[config.mk]
export PLATFORM = sky130hd
export DESIGN_NAME = hwevt_capture
export DESIGN_NICKNAME = d
export VERILOG_FILES = /design/src/rtl/hwevt_pkg.sv /design/src/rtl/hwevt_cfg_regs.sv /design/src/rtl/hwevt_edge.sv /design/src/rtl/hwevt_arb.sv /design/src/rtl/hwevt_capture.sv
export SDC_FILE = /design/constraint.sdc
export NUM_CORES = 1
export LEC_CHECK = 0
export ABC_AREA = 1
export BUFFER_PORTS_ARGS = -buffer_cell sky130_fd_sc_hd__buf_2
export CAP_MARGIN = 20
export CORE_ASPECT_RATIO = 0.7
export CORE_MARGIN = 2
export CORE_UTILIZATION = 45
export CTS_BUF_LIST = sky130_fd_sc_hd__clkbuf_16
export DETAILED_ROUTE_END_ITERATION = 8
export PLACE_DENSITY = 0.79
export SLEW_MARGIN = 20
export SYNTH_ARGS = -nofsm -noshare
export SYNTH_HDL_FRONTEND = slang
export SYNTH_SLANG_ARGS = --single-unit
export TNS_END_PERCENT = 1
[constraint.sdc]
create_clock -name clk -period 5.3 [get_ports clk]
set_input_delay 0.53 -clock clk [delete_from_list [all_inputs] [get_ports clk]]
set_output_delay 0.53 -clock clk [all_outputs]
set_load 0.02 [all_outputs]
[src/rtl/hwevt_pkg.sv]
package hwevt_pkg;
  localparam int HWEVT_ADDR_POL = 0;
  localparam int HWEVT_ADDR_EN  = 1;
endpackage

[src/rtl/hwevt_cfg_regs.sv]
module hwevt_cfg_regs #(
  parameter int NUM_LINES = 32,
  parameter int ADDR_W    = 2
) (
  input  logic                 clk,
  input  logic                 rst_n,
  input  logic                 cfg_wr,
  input  logic [ADDR_W-1:0]    cfg_addr,
  input  logic [NUM_LINES-1:0] cfg_wdata,
  output logic [NUM_LINES-1:0] pol_q,
  output logic [NUM_LINES-1:0] en_q
);
  import hwevt_pkg::*;

  logic hit_pol, hit_en;
  assign hit_pol = cfg_wr && (cfg_addr == ADDR_W'(HWEVT_ADDR_POL));
  assign hit_en  = cfg_wr && (cfg_addr == ADDR_W'(HWEVT_ADDR_EN));

  always_ff @(posedge clk) begin
    if (!rst_n) begin
      pol_q <= '0;
      en_q  <= '0;
    end else begin
      if (hit_pol) pol_q <= cfg_wdata;
      if (hit_en)  en_q  <= cfg_wdata;
    end
  end

  AST_UNMAPPED_IGNORED: assert property (@(posedge clk) disable iff (!rst_n)
    (cfg_wr && cfg_addr != ADDR_W'(HWEVT_ADDR_POL) && cfg_addr != ADDR_W'(HWEVT_ADDR_EN))
    |=> ($stable(pol_q) && $stable(en_q)));
endmodule

[src/rtl/hwevt_edge.sv]
module hwevt_edge #(
  parameter int NUM_LINES = 32
) (
  input  logic                 clk,
  input  logic                 rst_n,
  input  logic [NUM_LINES-1:0] lines,
  input  logic [NUM_LINES-1:0] pol,
  input  logic [NUM_LINES-1:0] en,
  output logic [NUM_LINES-1:0] req
);
  logic [NUM_LINES-1:0] flip;
  logic [NUM_LINES-1:0] prev_q;

  for (genvar i = 0; i < NUM_LINES; i++) begin : g_line
    assign flip[i] = lines[i] ^ pol[i];
    always_ff @(posedge clk) begin
      if (!rst_n) prev_q[i] <= 1'b0;
      else        prev_q[i] <= flip[i];
    end
    assign req[i] = flip[i] & ~prev_q[i] & en[i];
  end

  AST_REQ_NEEDS_LOW_PREV: assert property (@(posedge clk) disable iff (!rst_n)
    ((req & $past(flip)) == '0));
endmodule

[src/rtl/hwevt_arb.sv]
module hwevt_arb #(
  parameter int NUM_LINES = 32,
  localparam int IDX_W    = $clog2(NUM_LINES)
) (
  input  logic                 clk,
  input  logic                 rst_n,
  input  logic [NUM_LINES-1:0] req,
  output logic                 evt_valid,
  input  logic                 evt_ready,
  output logic [IDX_W-1:0]     evt_idx
);
  logic [NUM_LINES-1:0] pend_q, clr_mask;
  logic                 held_q;
  logic [IDX_W-1:0]     held_idx_q, pick;
  logic                 grant;

  always_comb begin
    pick = '0;
    for (int i = NUM_LINES - 1; i >= 0; i--) begin
      if (pend_q[i]) pick = IDX_W'(i);
    end
  end

  assign evt_valid = |pend_q;
  assign evt_idx   = held_q ? held_idx_q : pick;
  assign grant     = evt_valid && evt_ready;
  assign clr_mask  = grant ? ({{(NUM_LINES-1){1'b0}}, 1'b1} << evt_idx) : '0;

  always_ff @(posedge clk) begin
    if (!rst_n) begin
      pend_q     <= '0;
      held_q     <= 1'b0;
      held_idx_q <= '0;
    end else begin
      pend_q <= (pend_q & ~clr_mask) | req;
      if (grant) begin
        held_q <= 1'b0;
      end else if (evt_valid) begin
        held_q     <= 1'b1;
        held_idx_q <= evt_idx;
      end
    end
  end

  AST_IDX_HELD: assert property (@(posedge clk) disable iff (!rst_n)
    (evt_valid && !evt_ready) |=> (evt_valid && evt_idx == $past(evt_idx)));
  AST_IDX_PENDING: assert property (@(posedge clk) disable iff (!rst_n)
    evt_valid |-> pend_q[evt_idx]);
  AST_ONE_CLEAR: assert property (@(posedge clk) disable iff (!rst_n)
    ($countones($past(pend_q) & ~pend_q) <= 1));
  AST_NEW_FROM_REQ: assert property (@(posedge clk) disable iff (!rst_n)
    ((pend_q & ~$past(pend_q) & ~$past(req)) == '0));
endmodule

[src/rtl/hwevt_capture.sv]
module hwevt_capture #(
  parameter int NUM_LINES = 32,
  parameter int ADDR_W    = 2,
  localparam int IDX_W    = $clog2(NUM_LINES)
) (
  input  logic                 clk,
  input  logic                 rst_n,
  input  logic [NUM_LINES-1:0] obs_in,
  input  logic                 obs_gate_en,
  output logic [NUM_LINES-1:0] obs_out,
  input  logic                 cfg_wr,
  input  logic [ADDR_W-1:0]    cfg_addr,
  input  logic [NUM_LINES-1:0] cfg_wdata,
  output logic                 evt_valid,
  input  logic                 evt_ready,
  output logic [IDX_W-1:0]     evt_idx
);
  logic [NUM_LINES-1:0] pol, en, req;

  assign obs_out = obs_gate_en ? obs_in : '0;

  hwevt_cfg_regs #(.NUM_LINES(NUM_LINES), .ADDR_W(ADDR_W)) u_regs (
    .clk(clk), .rst_n(rst_n), .cfg_wr(cfg_wr), .cfg_addr(cfg_addr),
    .cfg_wdata(cfg_wdata), .pol_q(pol), .en_q(en)
  );

  hwevt_edge #(.NUM_LINES(NUM_LINES)) u_edge (
    .clk(clk), .rst_n(rst_n), .lines(obs_in), .pol(pol), .en(en), .req(req)
  );

  hwevt_arb #(.NUM_LINES(NUM_LINES)) u_arb (
    .clk(clk), .rst_n(rst_n), .req(req), .evt_valid(evt_valid),
    .evt_ready(evt_ready), .evt_idx(evt_idx)
  );

  AST_REQ_ENABLED_ONLY: assert property (@(posedge clk) disable iff (!rst_n)
    ((req & ~en) == '0));
endmodule

==> results.toml, run 1 <==
[global_routing]
overflow = 0
grt_start_max_net_pins = 72
track_usage = 0.2122
antenna_found_initial = 0
grt_pass1_wl_mm = 23.54
grt_pass1_vias = 4918

[setup_path]
cp-end-kind = "output port"
arrival_ns = 2.71
startpoint_type = "flop"
worst_path_dominant_cell_family = "simple AND/OR/NAND/NOR gates"
max_stage_delay_ns = 0.34
crit_buf_inv = 2
worstSetupPathType = "flop to output port"
cp.required_ns = 4.77
crit_path_max_fanout = 9
crit_top_cell = "nand2_1"
slowest_stage = "dfxtp_1"

[timing]
clock.fmax_mhz = 309.1
min_period_ns = 3.235
slew_headroom = 0.2930
setup_viol = 0
report.final.slew_viol_count = 0
tightestPinTransition_ns = 1.060
holdWs_ns = 0.3438
setup_tns_ns = 0
hold_violations = 0
rsz0062_at_grt = "false"
period_share = 0.6105
fin_skew_ns = 0.009012

[floorplanning]
die_area_um2 = 13800
core_um2 = 12510
die_x_um = 139.6
io-pin-count = 109
fp.dieH_um = 98.90
rows = 34
initial_utilization = 0.4629

[routing]
first_pass_iters = 6
viasPerCell = 4.888
ant_nets = 0
wl_per_cell_um = 13.12
wirelength_mm = 14.13
vias = 5264
drc = 0
drt_iter0_drc = 409

[synthesis]
ys_seq_area_frac = 0.4634
syn_area_um2 = 5789
synth-main-ff-cell = "dfxtp_1"
synth_cell_types = 33
yosys_register_bits = 134
synthArstFlopShare = 0
synth_area_leaders = "dfxtp_1, nor2_1, nand2_1"
netlist.area_leader.share = 0.4634
synthMostInstantiatedCell = "nor2_1"
synth_top_area_cell = "dfxtp_1"
synthTopCellsByCount = "nor2_1, nand2_1, dfxtp_1, inv_1, o21ai_0"
synth_nets = 876
synth_edf_count = 0
syn-instance-count = 805
yosysWarnings = 0
syn_area_per_cell_um2 = 7.192

[layout]
nNetsFinal = 972
area_growth_pct = 21.24
drive_above_1_share = 0.1740
fin_util = 0.5612
final_cell_area_um2 = 7019

[power_and_ir_drop]
ir_drop_uv = 319.5
p_leak_uw = 0.003275
p_per_area_nw_per_um2 = 396.6

[place]
portBuffers = 108
hpwl_mm = 9.610
placed_area_um2 = 6399
gp_congestion = 0.9298

[hold_path]
hold_class = "input port to flop"

[status]
outcome = "completed"

[clock_network]
postCtsResizedCells = 0
cts_buffer_depth = 2
path_clk_slew_ns = 0.06
postCtsSetupRepairBufs = 0
htreeDepth = 4
cts_tree = "yes"
clk_latency_ns = 0.42
clock_tree.root_cell = "clkbuf_16"
postCtsHoldBufs = 0
cts_buffers = 17
clock-sinks = 134

[run]
maxCapViolCount = 0
final timing paths:
path,from,to,slack [ns],cells past startpoint
worst max-delay path,u_arb.pend_q[30],evt_idx[0],2.06,34
worst max register to register,u_arb.pend_q[29],u_arb.pend_q[27],2.49,35
worst min-delay path,cfg_wdata[27],u_regs.pol_q[27],0.34,3
worst min register to register,u_regs.en_q[27],u_arb.pend_q[27],0.46,2
final cells by class:
class	count	area [um^2]
clock inverter	15	163.9
timing repair buffer	112	610.6
inverter	82	327.8
clock buffer	17	425.4
antenna	1	2.502
multi-input combinational	554	2604
fill	1199	5488
sequential	134	2683
tap	162	202.7
power breakdown:
group / total [uW] / internal (uW) / switching [uW]
sequential: 1100 / 1070 / 34.3
clock: 1170 / 732 / 437
combinational: 510 / 162 / 348
through the flow:
stage	power, uW	worst slack [ns]	cells
final	2784	2.065	1077
after global routing	2916	1.624	1076
after CTS	2793	2.049	1075
after detailed placement	1623	2.555	1043
after global placement	1618	2.591	1042
after floorplan	1488	2.924	805
cell families after synthesis:
logic type / synth area share
AOI/OAI and AO/OA: 0.1186
xor gates and xnor gates: 0.04841
DFF: 0.4634
buffers and inverters: 0.08731
and+or+nand+nor: 0.2823
routing by layer:
layer,vias to the layer above,share of wire,GRT usage
li1,2712,-,-
met1,2357,0.49,0.3005
met2,173,0.41,0.3190
met3,22,0.079,0.04713
met4,0,0.015,0.07769
met5,-,0,0
tightest hold or removal path, stage by stage:
cell and delay (ns):
buf_2 0.08, nor2_1 0.04, nor2_1 0.08
cells in the final DEF (no fill, tap or decap), types with 3 or more instances in the layout:
cell type and n:
o211ai_1 3, nand4_1 14, clkinvlp_4 3, bufinv_16 3, inv_2 4, clkbuf_16 17
a21oi_1 36, clkinv_2 3, xnor2_1 32, dfxtp_1 134, nor2_2 3, clkinv_1 3
o21ai_0 67, o21bai_1 16, inv_1 76, nor2_1 213, buf_2 108, nand2_1 137
nand3_1 14
flip-flops by register name (all words and copies together) (netlist names):
name and flops:
u_arb.held_idx_q 5, u_edge.prev_q 32, u_regs.en_q 32, u_regs.pol_q 32, u_arb.pend_q 32, u_arb.held_q 1
No activity file was read; power rests on OpenSTA's default activity.
==> run 2, diff against run 1 <==
ABC_AREA = 0   (was 1)
clock period = 2.99 ns   (was 5.3 ns; I/O delays follow)
==> run 2 against run 1 <==
Against the previous run:
- final cell count fell by 8.5%
- combinational power rose by 74%
- via count is essentially flat
- cell area increased by 2.9%
- critical path type unchanged
- largest power group unchanged
- highest routed layer is now met5
==> results.toml, run 2 <==
[setup_path]
worstSetupStartpoint = "u_arb.pend_q[23]"
cp.required_ns = 2.69
arrival_ns = 2.62
ff2ff_setup_slack_ns = 0.34
crit_path_max_fanout = 10
timing.rr.end = "u_arb.pend_q[2]"
reg2reg_depth = 9
r2r_start = "u_arb.pend_q[23]"
cp-end-kind = "output port"
endpoint = "evt_idx[2]"
worstSetupPathType = "flop to output port"
startpoint_type = "flop"

[clock_network]
cts_tree = "yes"
clk_latency_ns = 0.42
clock_tree.root_cell = "clkbuf_16"
htreeDepth = 4
clock-sinks = 134
cts_buffer_depth = 2
cts_buffers = 17
path_clk_slew_ns = 0.06

[timing]
clock.fmax_mhz = 342.6
setup_viol = 0
tightestPinTransition_ns = 0.8624
hold_violations = 0
slew_headroom = 0.4226
setup_tns_ns = 0
fin_skew_ns = 0.006839
period_share = 0.9761
report.final.slew_viol_count = 0
rsz0062_at_grt = "false"
min_period_ns = 2.919

[routing]
drt_iter0_drc = 470
ant_nets = 0
wl_per_cell_um = 14.96
first_pass_iters = 5
viasPerCell = 5.342
drc = 0
wirelength_mm = 14.73
vias = 5262

[power_and_ir_drop]
p_total_uw = 5005
p_leak_uw = 0.003037
p_per_area_nw_per_um2 = 692.7
ir_drop_uv = 500.6

[synthesis]
synth_nets = 771
synthAdderAreaFrac = 0
yosys.area_share.simple = 0.2862
yosys_register_bits = 134
synthMostInstantiatedCell = "dfxtp_1"
synth_edf_count = 0
ys_seq_area_frac = 0.4624
syn-instance-count = 700
synth_top_family_by_area = "simple AND/OR/NAND/NOR gates"
synthTopCellsByCount = "dfxtp_1, nand2_1, a21oi_1, and2_1, clkbuf_1"
muxShareOfSynthArea = 0.005176
netlist.area_leader.share = 0.4624
synth_cell_types = 51
synth_top_area_cell = "dfxtp_1"
synth_area_leaders = "dfxtp_1, nand2_1, a21oi_1"
syn_area_um2 = 5802
synthArstFlopShare = 0
synth_xor_area_frac = 0.04831
synth-main-ff-cell = "dfxtp_1"
synth_compound_area_frac = 0.1641
yosysWarnings = 0
syn_area_per_cell_um2 = 8.288

[layout]
final_common_cell = "dfxtp_1"
area_growth_pct = 24.52
fillers = 1110
final_cell_mix = "dfxtp_1, nand2_1, buf_2, a21oi_1, and2_1"
fin_util = 0.5776
nNetsFinal = 881
drive_above_1_share = 0.2126
antenna_cells = 0
stdcell_count = 985

[status]
outcome = "completed"

[floorplanning]
rows = 34
initial_utilization = 0.4639
die_x_um = 139.7
core_um2 = 12510
fp.dieH_um = 99
io-pin-count = 109
die_area_um2 = 13830

[global_routing]
antenna_found_initial = 1
overflow = 0
grt_pass1_vias = 4803
track_usage = 0.2189
grt_start_max_net_pins = 50
grt_pass1_wl_mm = 24.30

[hold_path]
hold_class = "input port to flop"

[place]
portBuffers = 108
gp_congestion = 0.9173
place_inst = 953
hpwl_mm = 9.932

[run]
maxCapViolCount = 0
run 2: cell types whose count changed after synthesis, sizes merged, moves of 15 or more:
cell | before | now
inv | 81 | 15
xor2 | 0 | 25
o21ai | 68 | 30
o21bai | 16 | 1
and3b | 0 | 18
and2 | 3 | 63
a21oi | 36 | 95
nor3 | 2 | 20
nor2 | 218 | 33
xnor2 | 32 | 7
nand3 | 16 | 1
run 2: area by class of cell:
| type | instances | area (um^2) | area share |
|---|---|---|---|
| Sequential cell | 134 | 2683 | 0.3713 |
| Multi-Input combinational cell | 514 | 2947 | 0.4079 |
| Timing Repair Buffer | 128 | 706.9 | 0.09785 |
| Inverter | 15 | 56.30 | 0.007794 |
| Tap cell | 162 | 202.7 | 0.02806 |
| Clock inverter | 15 | 203.9 | 0.02823 |
| Clock buffer | 17 | 425.4 | 0.05888 |
run 2: per-layer routing:
layer / wire length, um / up-vias / track usage
li1: - / 2614 / -
met1: 7139 / 2417 / 0.3139
met2: 6362 / 205 / 0.3272
met3: 1015 / 24 / 0.04276
met4: 204 / 2 / 0.08308
met5: 13 / - / 0
run 2: worst min-delay path by stage:
stage / from / end / cells after the start
4_1_cts: cfg_wdata[22] / u_regs.pol_q[22] / 3
3_3_place_gp: u_regs.en_q[11] / u_regs.en_q[11] / 2
6_report: cfg_wdata[1] / u_regs.pol_q[1] / 3
5_1_grt: cfg_wdata[25] / u_regs.pol_q[25] / 3
3_5_place_dp: u_regs.en_q[18] / u_regs.en_q[18] / 2
2_1_floorplan: u_regs.en_q[16] / u_regs.en_q[16] / 2
run 2: cell families (layout without fill, tap and decap cells):
kind of cell	count (synthesis)	count (layout)
multiplexers	3	3
XOR/XNOR	32	32
buffers and inverters	52	175
flip-flops	134	134
AO/OA/AOI/OAI	159	159
AND/OR/NAND/NOR	320	320
run 2: per-stage QoR:
step	area, um^2	setup WS (ns)	hold slack [ns]
final	7224	0.07150	0.1174
after global routing	7224	0.009899	0.1160
after CTS	7202	0.05819	0.1113
after detailed placement	6573	0.3223	0.4421
after global placement	6573	0.4668	0.4401
after floorplan	5802	0.5701	0.4315
run 2: critical path: stages, from the launching register on:
cell	delay [ns]
dfxtp_1	0.35
nor4_1	0.59
o2111a_1	0.29
nor3_1	0.06
o31ai_1	0.28
buf_4	0.22
inv_1	0.09
buf_6	0.16
buf_2	0.16
run 2: repair_timing:
action                     in CTS  in global routing
hold buffers                    0                  0
hold endpoints to repair        0                  0
gates resized for setup         0                  3
buffers inserted                0                  0
setup endpoints to repair       0                  3
run 2: report_power, final:
part	switching, uW	internal (uW)	leakage (uW)
Sequential	44.6	1870	0.00109
Clock	806	1400	0.000302
Combinational	530	358	0.00164
